### src/rtl/ds_pkg.sv
package ds_pkg;
   localparam int unsigned BYTE_W       = 8;
   localparam int unsigned NUM_PAGE     = 4;
   localparam int unsigned SPECIAL_PORT = 'h38;
   localparam int unsigned SP_W         = 16;

   typedef enum logic [1:0] {
      REG_GPR = 2'd0,
      REG_IO  = 2'd1,
      REG_MEM = 2'd2
   } region_e;

   // index of a core-local port relative to SPECIAL_PORT; order is address order
   typedef enum logic [2:0] {
      SPC_PAGE_D = 3'd0,
      SPC_PAGE_X = 3'd1,
      SPC_PAGE_Y = 3'd2,
      SPC_PAGE_Z = 3'd3,
      SPC_JEXT   = 3'd4,
      SPC_SP_LO  = 3'd5,
      SPC_SP_HI  = 3'd6,
      SPC_STAT   = 3'd7
   } spec_e;

   typedef enum logic [1:0] {
      SRC_GPR  = 2'd0,
      SRC_IO   = 2'd1,
      SRC_SPEC = 2'd2,
      SRC_MEM  = 2'd3
   } src_e;

   typedef struct packed {
      logic f_i;
      logic f_t;
      logic f_h;
      logic f_s;
      logic f_v;
      logic f_n;
      logic f_z;
      logic f_c;
   } status_t;
endpackage

### src/rtl/ds_range_decode.sv
module ds_range_decode
   import ds_pkg::*;
#(
   parameter int unsigned ADDR_W    = 16,
   parameter int unsigned GPR_COUNT = 32,
   parameter int unsigned IO_COUNT  = 64,
   localparam int unsigned PORT_W   = $clog2(IO_COUNT)
) (
   input  logic [ADDR_W-1:0] addr,
   output region_e           region,
   output logic [PORT_W-1:0] port,
   output logic              is_spec,
   output spec_e             spec_sel
);
   localparam logic [ADDR_W-1:0]   IO_LO   = ADDR_W'(GPR_COUNT);
   localparam logic [ADDR_W-1:0]   MEM_LO  = ADDR_W'(GPR_COUNT + IO_COUNT);
   localparam logic [PORT_W-4:0]   SPEC_HI = (PORT_W-3)'(SPECIAL_PORT >> 3);

   logic [ADDR_W-1:0] off;
   logic              unused_off_hi;

   always_comb begin
      if (addr < IO_LO)       region = REG_GPR;
      else if (addr < MEM_LO) region = REG_IO;
      else                    region = REG_MEM;
   end

   assign off           = addr - IO_LO;
   assign port          = off[PORT_W-1:0];
   assign unused_off_hi = ^off[ADDR_W-1:PORT_W];
   assign is_spec       = (region == REG_IO) && (port[PORT_W-1:3] == SPEC_HI);
   assign spec_sel      = spec_e'(port[2:0]);
endmodule

### src/rtl/ds_special_regs.sv
module ds_special_regs
   import ds_pkg::*;
#(
   parameter int unsigned EXT_W = 24
) (
   input  logic                            clk,
   input  logic                            rst_n,
   input  logic                            wr_en,
   input  spec_e                           spec_sel,
   input  logic [BYTE_W-1:0]               wbyte,
   input  logic [NUM_PAGE-1:0]             cfg_page_en,
   input  logic                            cfg_sp_wide,
   output logic [NUM_PAGE-1:0][EXT_W-1:0]  page_q,
   output logic [EXT_W-1:0]                jext_q,
   output logic [SP_W-1:0]                 sp_q,
   output status_t                         stat_q,
   output logic [BYTE_W-1:0]               rd_byte
);
   localparam int unsigned PAD_W = EXT_W - BYTE_W;

   logic [NUM_PAGE-1:0][BYTE_W-1:0] page_byte;
   logic [BYTE_W-1:0]               jext_byte;

   for (genvar g = 0; g < NUM_PAGE; g++) begin : g_page
      logic hit;
      assign hit = wr_en && (spec_sel == spec_e'(g)) && cfg_page_en[g];
      always_ff @(posedge clk or negedge rst_n) begin
         if (!rst_n)   page_byte[g] <= '0;
         else if (hit) page_byte[g] <= wbyte;
      end
      assign page_q[g] = {page_byte[g], {PAD_W{1'b0}}};
   end

   always_ff @(posedge clk or negedge rst_n) begin
      if (!rst_n) begin
         jext_byte <= '0;
         sp_q      <= '0;
         stat_q    <= '0;
      end else if (wr_en) begin
         unique case (spec_sel)
            SPC_JEXT:  jext_byte  <= wbyte;
            SPC_SP_LO: sp_q[7:0]  <= wbyte;
            SPC_SP_HI: if (cfg_sp_wide) sp_q[15:8] <= wbyte;
            SPC_STAT:  stat_q     <= status_t'(wbyte);
            default:   ;
         endcase
      end
   end

   assign jext_q = {jext_byte, {PAD_W{1'b0}}};

   always_comb begin
      unique case (spec_sel)
         SPC_PAGE_D, SPC_PAGE_X,
         SPC_PAGE_Y, SPC_PAGE_Z: rd_byte = page_byte[spec_sel[1:0]];
         SPC_JEXT:               rd_byte = jext_byte;
         SPC_SP_LO:              rd_byte = sp_q[7:0];
         SPC_SP_HI:              rd_byte = sp_q[15:8];
         default:                rd_byte = stat_q;
      endcase
   end
endmodule

### src/rtl/ds_read_port.sv
module ds_read_port
   import ds_pkg::*;
(
   input  logic              clk,
   input  logic              rst_n,
   input  logic              rd_en,
   input  region_e           region,
   input  logic              is_spec,
   input  logic [BYTE_W-1:0] gpr_byte,
   input  logic [BYTE_W-1:0] io_byte,
   input  logic [BYTE_W-1:0] spec_byte,
   input  logic [BYTE_W-1:0] mem_byte,
   output logic [BYTE_W-1:0] rdata_q,
   output logic              rvalid_q
);
   src_e              src;
   logic [BYTE_W-1:0] pick;

   always_comb begin
      unique case (region)
         REG_GPR: src = SRC_GPR;
         REG_IO:  src = is_spec ? SRC_SPEC : SRC_IO;
         default: src = SRC_MEM;
      endcase
   end

   always_comb begin
      unique case (src)
         SRC_GPR:  pick = gpr_byte;
         SRC_IO:   pick = io_byte;
         SRC_SPEC: pick = spec_byte;
         default:  pick = mem_byte;
      endcase
   end

   always_ff @(posedge clk or negedge rst_n) begin
      if (!rst_n) begin
         rdata_q  <= '0;
         rvalid_q <= 1'b0;
      end else begin
         rvalid_q <= rd_en;
         if (rd_en) rdata_q <= pick;
      end
   end
endmodule

### src/rtl/dspace_router.sv
module dspace_router
   import ds_pkg::*;
#(
   parameter int unsigned ADDR_W    = 16,
   parameter int unsigned CPU_DW    = 16,
   parameter int unsigned GPR_COUNT = 32,
   parameter int unsigned IO_COUNT  = 64,
   parameter int unsigned IO_ADDR_W = 16,
   parameter int unsigned IO_BASE   = 32,
   parameter int unsigned EXT_W     = 24,
   localparam int unsigned RF_AW    = $clog2(GPR_COUNT),
   localparam int unsigned PORT_W   = $clog2(IO_COUNT)
) (
   input  logic                 clk,
   input  logic                 rst_n,
   input  logic [NUM_PAGE-1:0]  cfg_page_en,
   input  logic                 cfg_sp_wide,
   input  logic                 cpu_rd,
   input  logic                 cpu_wr,
   input  logic [ADDR_W-1:0]    cpu_addr,
   input  logic [CPU_DW-1:0]    cpu_wdata,
   output logic [BYTE_W-1:0]    cpu_rdata,
   output logic                 cpu_rvalid,
   output logic                 rf_we,
   output logic [RF_AW-1:0]     rf_addr,
   output logic [BYTE_W-1:0]    rf_wdata,
   input  logic [BYTE_W-1:0]    rf_rdata,
   output logic                 io_rd,
   output logic                 io_wr,
   output logic [IO_ADDR_W-1:0] io_addr,
   output logic [BYTE_W-1:0]    io_wdata,
   input  logic [BYTE_W-1:0]    io_rdata,
   output logic                 mem_rd,
   output logic                 mem_wr,
   output logic [ADDR_W-1:0]    mem_addr,
   output logic [BYTE_W-1:0]    mem_wdata,
   input  logic [BYTE_W-1:0]    mem_rdata,
   output logic [EXT_W-1:0]     page_d,
   output logic [EXT_W-1:0]     page_x,
   output logic [EXT_W-1:0]     page_y,
   output logic [EXT_W-1:0]     page_z,
   output logic [EXT_W-1:0]     jump_ext,
   output logic [SP_W-1:0]      sp,
   output logic [BYTE_W-1:0]    status
);
   if (GPR_COUNT != (1 << RF_AW)) begin : g_chk_gpr
      $error("GPR_COUNT must be a power of two");
   end
   if (IO_COUNT < 64 || IO_COUNT != (1 << PORT_W)) begin : g_chk_io
      $error("IO_COUNT must be a power of two of at least 64");
   end
   if (GPR_COUNT + IO_COUNT >= (1 << ADDR_W)) begin : g_chk_addr
      $error("ADDR_W too small for register and I/O windows");
   end
   if (CPU_DW <= BYTE_W || EXT_W <= BYTE_W || IO_ADDR_W <= PORT_W) begin : g_chk_w
      $error("CPU_DW, EXT_W and IO_ADDR_W must exceed their byte or port width");
   end

   region_e                        region;
   logic [PORT_W-1:0]              port;
   logic                           is_spec;
   spec_e                          spec_sel;
   logic [BYTE_W-1:0]              wbyte;
   logic [BYTE_W-1:0]              spec_byte;
   logic [NUM_PAGE-1:0][EXT_W-1:0] page_q;
   status_t                        stat_q;
   logic                           unused_wdata_hi;

   ds_range_decode #(
      .ADDR_W   (ADDR_W),
      .GPR_COUNT(GPR_COUNT),
      .IO_COUNT (IO_COUNT)
   ) u_decode (
      .addr    (cpu_addr),
      .region  (region),
      .port    (port),
      .is_spec (is_spec),
      .spec_sel(spec_sel)
   );

   assign wbyte           = cpu_wdata[BYTE_W-1:0];
   assign unused_wdata_hi = ^cpu_wdata[CPU_DW-1:BYTE_W];

   // register file path
   assign rf_we    = cpu_wr && (region == REG_GPR);
   assign rf_addr  = cpu_addr[RF_AW-1:0];
   assign rf_wdata = wbyte;

   // external I/O path, special ports excluded
   assign io_rd    = cpu_rd && (region == REG_IO) && !is_spec;
   assign io_wr    = cpu_wr && (region == REG_IO) && !is_spec;
   assign io_addr  = IO_ADDR_W'(IO_BASE) + IO_ADDR_W'(port);
   assign io_wdata = wbyte;

   // memory path
   assign mem_rd    = cpu_rd && (region == REG_MEM);
   assign mem_wr    = cpu_wr && (region == REG_MEM);
   assign mem_addr  = cpu_addr;
   assign mem_wdata = wbyte;

   ds_special_regs #(
      .EXT_W(EXT_W)
   ) u_spec (
      .clk        (clk),
      .rst_n      (rst_n),
      .wr_en      (cpu_wr && is_spec),
      .spec_sel   (spec_sel),
      .wbyte      (wbyte),
      .cfg_page_en(cfg_page_en),
      .cfg_sp_wide(cfg_sp_wide),
      .page_q     (page_q),
      .jext_q     (jump_ext),
      .sp_q       (sp),
      .stat_q     (stat_q),
      .rd_byte    (spec_byte)
   );

   assign page_d = page_q[SPC_PAGE_D];
   assign page_x = page_q[SPC_PAGE_X];
   assign page_y = page_q[SPC_PAGE_Y];
   assign page_z = page_q[SPC_PAGE_Z];
   assign status = stat_q;

   ds_read_port u_rport (
      .clk      (clk),
      .rst_n    (rst_n),
      .rd_en    (cpu_rd),
      .region   (region),
      .is_spec  (is_spec),
      .gpr_byte (rf_rdata),
      .io_byte  (io_rdata),
      .spec_byte(spec_byte),
      .mem_byte (mem_rdata),
      .rdata_q  (cpu_rdata),
      .rvalid_q (cpu_rvalid)
   );
endmodule

### config.mk
export PLATFORM = sky130hd
export DESIGN_NAME = dspace_router
export DESIGN_NICKNAME = d
export VERILOG_FILES = /design/src/rtl/ds_pkg.sv /design/src/rtl/ds_range_decode.sv /design/src/rtl/ds_special_regs.sv /design/src/rtl/ds_read_port.sv /design/src/rtl/dspace_router.sv
export SDC_FILE = /design/constraint.sdc
export NUM_CORES = 1
export LEC_CHECK = 0
export BUFFER_PORTS_ARGS = -buffer_cell sky130_fd_sc_hd__buf_2
export CELL_PAD_IN_SITES_DETAIL_PLACEMENT = 0
export CELL_PAD_IN_SITES_GLOBAL_PLACEMENT = 1
export CORE_MARGIN = 10
export CORE_UTILIZATION = 30
export CTS_BUF_LIST = sky130_fd_sc_hd__clkbuf_8
export CTS_CLUSTER_DIAMETER = 200
export DETAILED_ROUTE_END_ITERATION = 12
export PLACE_DENSITY = 0.85
export SETUP_SLACK_MARGIN = 0.05
export SLEW_MARGIN = 20
export SYNTH_ARGS = -nofsm -noshare
export SYNTH_HDL_FRONTEND = slang
export SYNTH_SLANG_ARGS = --single-unit
### constraint.sdc
create_clock -name clk -period 1.3 [get_ports clk]
set_input_delay 0.13 -clock clk [delete_from_list [all_inputs] [get_ports clk]]
set_output_delay 0.13 -clock clk [all_outputs]
set_load 0.05 [all_outputs]
==> results.md, run 1 <==
### Status
• complete, but fails checks — outcome
• setup timing — violations in the final reports

### Final layout
• sky130_fd_sc_hd__buf_2 — most common cell after layout, fill and taps aside
• 67.58% — share of layout cells above drive strength 1
• 0 — Antenna diodes
• 1453 — Fillers
• 876 — Post-Layout Cell Count
• 724 — Layout Nets
• sky130_fd_sc_hd__buf_2 (161), sky130_fd_sc_hd__buf_4 (92), sky130_fd_sc_hd__conb_1 (89), sky130_fd_sc_hd__dfrtp_1 (73), sky130_fd_sc_hd__mux2_4 (64) — highest-count cells in the layout ignoring fill and taps
• 49.25% — relative area change from synthesis to final layout

### Synth
• 5.267% — compound-gate portion of the synthesized area
• 38 — count of cell types in the netlist
• sky130_fd_sc_hd__dfrtp_1 — cell taking the most area after synthesis
• 24.70% — portion of netlist area occupied by mux cells
• 73 — post-synthesis sequential element count
• 4822 um^2 — post-synthesis instance area
• 7.810% — simple-gate portion of the synthesized area
• 37.88% — fraction of the yosys area taken by sequential cells
• 0% — xor-xnor portion of the synthesized cell area
• multiplexers — combinational family with the most area after synthesis
• 11.82 um^2 — average cell area after synthesis
• sky130_fd_sc_hd__dfrtp_1 (38%), sky130_fd_sc_hd__buf_4 (22%), sky130_fd_sc_hd__mux2_2 (13%), sky130_fd_sc_hd__mux4_2 (7.5%), sky130_fd_sc_hd__mux2_4 (2.5%) — largest cells by area after synthesis
• 0% — fraction of the mapped netlist area in adder cells
• 408 — cell count after synthesis
• 0 — total of warnings raised by yosys
• 37.88% — share of the synthesized area in the top cell type

### Critical path
• sky130_fd_sc_hd__or3b_4 — cell at the slowest stage of the critical path
• buf_8 -> nor3b_4 -> or3b_4 -> buf_6 -> nor4_4 -> buf_6 -> mux2_4 — cells along the critical path
• simple AND/OR/NAND/NOR gates — Worst path top cell family by delay
• 3 — CP Buf/Inv Count
• primary input to register — Critical Setup Path Class
• 1.53 ns — data required time at the worst endpoint
• 7 — highest fanout seen on the critical path
• register — sort of element at the end of the critical path
• u_rport.rdata_q[4] — FF-to-FF End
• -0.03 ns — slack of the worst reg-to-reg path
• 1.79 ns — critical path data arrival time
• 3 — Register-to-Register Path Depth
• sky130_fd_sc_hd__buf_6 — cell seen most often among critical-path stages
• u_spec.page_q[92] — source of the worst register-to-register timing path
• 0.44 ns — critical path's largest stage delay
• primary input — Critical Path Start Type

### Floorplanning
• 30.47% — initial cell density of the core
• 284 — io pins
• 46 — Core Rows
• 21540 um^2 — overall die area
• 146.8 um — height of the die
• 15830 um^2 — Core ar.
• 146.8 um — floorplan die width

### Pwr
• 3.792 nW — Static Leakage
• 0.5874 mV — worst voltage drop across the vdd grid
• 792.2 nW/um^2 — cell area power density

### Detailed routing
• 19.67 um — post-DR wirelength/cell
• 4.314 — detail-routed via count per cell
• 0 — number of design rule violations left after detail routing
• 140 — iteration-0 DRC count of the detailed router
• 17230 um — total wire length
• 3779 — count of vias placed by the detailed router
• 4 — Pre-antenna DRT Iters
• 0 — number of antenna-violating nets in the routed design

### Timing
• true — RSZ-0062 raised after global routing
• 120.3% — final worst-path cycle share
• -0.2642 ns — PnR worst setup slack
• 0.004576 ns — Post-Route Skew
• 0 — number of hold-slack violations in the final timing report
• 0.6393 GHz — achievable clock frequency
• 1.564 ns — final critical delay including setup and external delays
• 0 — count of pins over their slew limit
• 77 — number of failing setup endpoints in the final timing report

### Placement
• 186 — port bufs
• -0.7072 ns — Post-Place Worst Slack
• 844 — cell total after placement
• 0.7916 — gp weighted congestion
• 13220 um — placed wire-length estimate after detailed placement

### Clock network
• 3 — maximum level of the CTS H-tree
• 0.07 ns — Clk pin slew, worst setup/hold paths
• sky130_fd_sc_hd__clkbuf_8 — root cell of the clock tree
• 73 — CTS sink count
• 2 — largest buffer count on any clock path
• yes — clock tree from TritonCTS
• 9 — number of buffers added by the clock tree synthesis step
• 0.34 ns — clock latency at the later pin of the worst-skew pair

### Hold path
• 2 — Cells on Worst Hold Path
• cpu_rd — Worst Min Path Start
• u_rport.rvalid_q — worst hold path endpoint
• primary input to register — Hold Path Class

### Global routing
• 2 — number of antenna violations at the first check in global routing
• 15.02% — total global routing track utilization
• 74 — largest net degree at the start of global routing
• 25450 um — global-route wire length before repair
• 0 — leftover overflow at the end of global routing
• 4278 — via count of the first global-routing pass

### Run
• 0 — Max Cap Violations

-- synthesized netlist by cell type, drive strengths merged --
library cell / instances
or3b: 1
nor2: 9
dfrtp: 73
nor4: 5
a2bb2oi: 1
nand2: 4
buf: 151
conb: 1
nor3: 5
mux2: 64
a21oi: 1
a211oi: 8
mux2i: 8
mux4: 16
nand4b: 1
nor3b: 1
or2: 1
nor2b: 1
o21bai: 8
nand2b: 8
and3: 4
nand3: 1
a311oi: 8
clkinv: 1
inv: 13
or3: 1
nand4: 2
a31oi: 8
nor4b: 1
clkbuf: 2
-- kinds of logic after synthesis --
family          count (synthesis)
other cells                     1
simple gates                   45
mux                            88
flops                          73
compound gates                 34
buf+inv                       167
-- through the flow --
step,util [%],setup TNS [ns],total power [mW],area [um^2],hold slack [ns]
5_1_grt,45.47,-17.07,5.906,7197,0.1315
3_3_place_gp,38.99,-41.23,3.956,6171,0.1903
2_1_floorplan,-,-26.38,3.828,5279,-0.1656
6_report,45.47,-12.53,5.702,7197,0.1572
3_5_place_dp,38.99,-42.30,3.963,6171,0.1935
4_1_cts,42.71,-12.81,5.681,6760,0.1403
-- cell type report --
| class | instances | area, um^2 | area share [%] |
|---|---|---|---|
| Timing Repair Buffer | 305 | 2142 | 29.76 |
| Inverter | 14 | 52.55 | 0.7302 |
| Sequential cell | 73 | 1827 | 25.38 |
| Tap cell | 216 | 270.3 | 3.755 |
| Multi-Input combinational cell | 256 | 2734 | 37.99 |
| Clock inverter | 2 | 33.78 | 0.4694 |
| Clock buffer | 10 | 137.6 | 1.912 |
-- layer usage --
layer / vias to the layer above / GRT usage [%] / wire, um / part of all wire, %
li1: 1699 / - / - / -
met1: 1857 / 16.16 / 6555 / 38
met2: 197 / 25.77 / 8575 / 50
met3: 22 / 6.849 / 1802 / 10
met4: 4 / 4.655 / 274 / 1.6
met5: - / 0 / 27 / 0.16
-- registers in the layout, summed over array words and instances, names as in the netlist --
name	cells
u_rport.rdata_q	8
u_spec.jext_byte	8
u_spec.sp_q	16
u_spec.page_q	32
u_spec.stat_q	8
u_rport.rvalid_q	1
-- worst max path at each step --
stage / startpoint / end / cells past startpoint
floorplan: cpu_addr[5] / u_spec.page_q[64] / 6
global placement: cpu_addr[5] / u_spec.page_q[22] / 7
detailed placement: cpu_addr[5] / u_spec.page_q[23] / 7
CTS: cpu_addr[8] / u_spec.page_q[23] / 8
global route: cpu_addr[7] / u_spec.page_q[16] / 7
finish: cpu_addr[7] / u_spec.page_q[16] / 7
-- power breakdown --
part / total, mW / switching, mW / internal, mW
sequential: 2.31 / 0.0113 / 2.29
combinational: 1.73 / 1.38 / 0.354
clock: 1.67 / 0.776 / 0.890
total: 5.70 / 2.16 / 3.54
-- repair_timing --
action | in CTS | in global routing
pin swaps | 22 | 28
hold buffers | 1 | 0
hold endpoints to repair | 73 | 0
resized for setup | 82 | 81
endpoints found under the setup margin | 77 | 91
setup buffers | 12 | 12
Power figures use the tool's default switching activity.
==> run 2: changes to the inputs <==
RECOVER_POWER = 25   (was unset)
SLEW_MARGIN = 15   (was 20)
==> results.md, run 2 (same netlist as run 1, synthesis figures left out) <==
### Status
• complete, but fails checks — outcome
• setup timing — violations in the final reports

### Clock network
• 9 — number of buffers added by the clock tree synthesis step
• 0.07 ns — Clk pin slew, worst setup/hold paths
• 3 — maximum level of the CTS H-tree
• sky130_fd_sc_hd__clkbuf_8 — root cell of the clock tree
• 2 — largest buffer count on any clock path
• 0.34 ns — clock latency at the later pin of the worst-skew pair
• 73 — CTS sink count
• yes — clock tree from TritonCTS

### Final layout
• sky130_fd_sc_hd__buf_2 (154), sky130_fd_sc_hd__buf_4 (91), sky130_fd_sc_hd__conb_1 (89), sky130_fd_sc_hd__dfrtp_1 (73), sky130_fd_sc_hd__mux2_4 (64) — highest-count cells in the layout ignoring fill and taps
• 1456 — Fillers
• 48.83% — relative area change from synthesis to final layout
• 0 — Antenna diodes
• 876 — Post-Layout Cell Count
• 724 — Layout Nets
• 7177 um^2 — Layout Cell Area excl Fill
• sky130_fd_sc_hd__buf_2 — most common cell after layout, fill and taps aside
• 32 — max reg flops
• 66.52% — share of layout cells above drive strength 1

### Floorplanning
• 30.47% — initial cell density of the core
• 15830 um^2 — Core ar.
• 284 — io pins
• 146.8 um — height of the die
• 21540 um^2 — overall die area
• 46 — Core Rows
• 146.8 um — floorplan die width

### Global routing
• 15.02% — total global routing track utilization
• 74 — largest net degree at the start of global routing
• 4278 — via count of the first global-routing pass
• 0 — leftover overflow at the end of global routing
• 25450 um — global-route wire length before repair
• 2 — number of antenna violations at the first check in global routing

### Detailed routing
• 145 — iteration-0 DRC count of the detailed router
• 4.317 — detail-routed via count per cell
• 3782 — count of vias placed by the detailed router
• 19.68 um — post-DR wirelength/cell
• 0 — number of antenna-violating nets in the routed design
• 0 — number of design rule violations left after detail routing
• 4 — Pre-antenna DRT Iters
• 17240 um — total wire length

### Critical path
• 0.44 ns — critical path's largest stage delay
• primary input to register — Critical Setup Path Class
• 1.53 ns — data required time at the worst endpoint
• buf_8 -> nor3b_4 -> or3b_4 -> buf_6 -> nor4_4 -> buf_6 -> mux2_4 — cells along the critical path
• register — sort of element at the end of the critical path
• primary input — Critical Path Start Type
• 7 — count of cell instances traversed by the critical path
• 7 — highest fanout seen on the critical path
• 1.79 ns — critical path data arrival time
• 3 — Register-to-Register Path Depth
• sky130_fd_sc_hd__buf_6 — cell seen most often among critical-path stages
• simple AND/OR/NAND/NOR gates — Worst path top cell family by delay
• sky130_fd_sc_hd__or3b_4 — cell at the slowest stage of the critical path
• 3 — CP Buf/Inv Count

### Timing
• 1.564 ns — final critical delay including setup and external delays
• 0.6739 ns — Worst Tran Pin Value
• 0 — number of hold-slack violations in the final timing report
• 0 — count of pins over their slew limit
• 120.3% — final worst-path cycle share
• 0.004576 ns — Post-Route Skew
• 0.6395 GHz — achievable clock frequency
• 55.08% — Slew Limit Headroom
• 77 — number of failing setup endpoints in the final timing report
• true — RSZ-0062 raised after global routing
• -12.79 ns — Setup TNS Final
• -0.2637 ns — PnR worst setup slack

### Run
• 0 — Max Cap Violations

### Placement
• 844 — cell total after placement
• 186 — port bufs
• 0.7916 — gp weighted congestion
• 6171 um^2 — total placed instance area
• 13220 um — placed wire-length estimate after detailed placement

### Pwr
• 5.697 mW — power after layout
• 3.769 nW — Static Leakage
• 0.5874 mV — worst voltage drop across the vdd grid
• 793.8 nW/um^2 — cell area power density

### Hold path
• 2 — Cells on Worst Hold Path
• primary input to register — Hold Path Class

## run 2: changes by cell type in the layout (fill, tap and decap cells not counted)
cell                       change
sky130_fd_sc_hd__clkbuf_2      +1
sky130_fd_sc_hd__buf_4         -1
sky130_fd_sc_hd__clkbuf_1      +7
sky130_fd_sc_hd__buf_12        -1
sky130_fd_sc_hd__buf_2         -7
sky130_fd_sc_hd__buf_6         +1
## run 2: where the power goes
part	total (mW)	switching [mW]	internal, mW	leakage [nW]
clock	1.67	0.779	0.890	0.0914
sequential	2.31	0.0113	2.29	0.995
combinational	1.72	1.38	0.346	2.68
total	5.70	2.17	3.53	3.77
## run 2: layout make-up
class / instances / area [um^2] / area share (%)
multi-input combinational: 256 / 2734 / 38.09
timing repair buffer: 305 / 2122 / 29.57
sequential: 73 / 1827 / 25.45
tap: 216 / 270.3 / 3.766
clock buffer: 10 / 137.6 / 1.918
inverter: 14 / 52.55 / 0.7322
clock inverter: 2 / 33.78 / 0.4707
## run 2: repair_timing
action,in CTS,in global routing
endpoints found under the setup margin,77,91
hold endpoints to repair,73,0
pin swaps,22,28
hold buffers,1,0
buffers inserted,12,12
gates resized for setup,82,81
## run 2: final timing paths
path | to | start | slack [ns]
max in group asynchronous | u_spec.stat_q[3] | rst_n | 0.40
setup reg to reg | u_rport.rdata_q[4] | u_spec.page_q[92] | -0.03
hold / removal | u_spec.page_q[43] | cpu_wdata[3] | 0.18
hold reg to reg | u_spec.jext_byte[4] | u_spec.jext_byte[4] | 0.54
setup / recovery | u_spec.page_q[16] | cpu_addr[7] | -0.26
min in group asynchronous | u_spec.page_q[94] | rst_n | 0.43
## run 2: metrics by stage
step                hold slack (ns)  util [%]  worst slack (ns)
finish                       0.1788     45.34           -0.2637
global placement             0.1903     38.99           -0.6629
global route                 0.1758     45.34           -0.3087
floorplan                   -0.1656         -           -0.3978
detailed placement           0.1935     38.99           -0.7072
CTS                          0.1403     42.71           -0.2449
## run 2: per-layer routing
metal  part of all wire [%]  routed length, um  vias to the layer above  GRT usage, %
met2                     50               8571                      197         25.77
met4                    1.6                274                        4         4.655
met3                     10               1791                       22         6.849
met1                     38               6573                     1859         16.16
li1                       -                  -                     1700             -
met5                   0.16                 27                        -             0
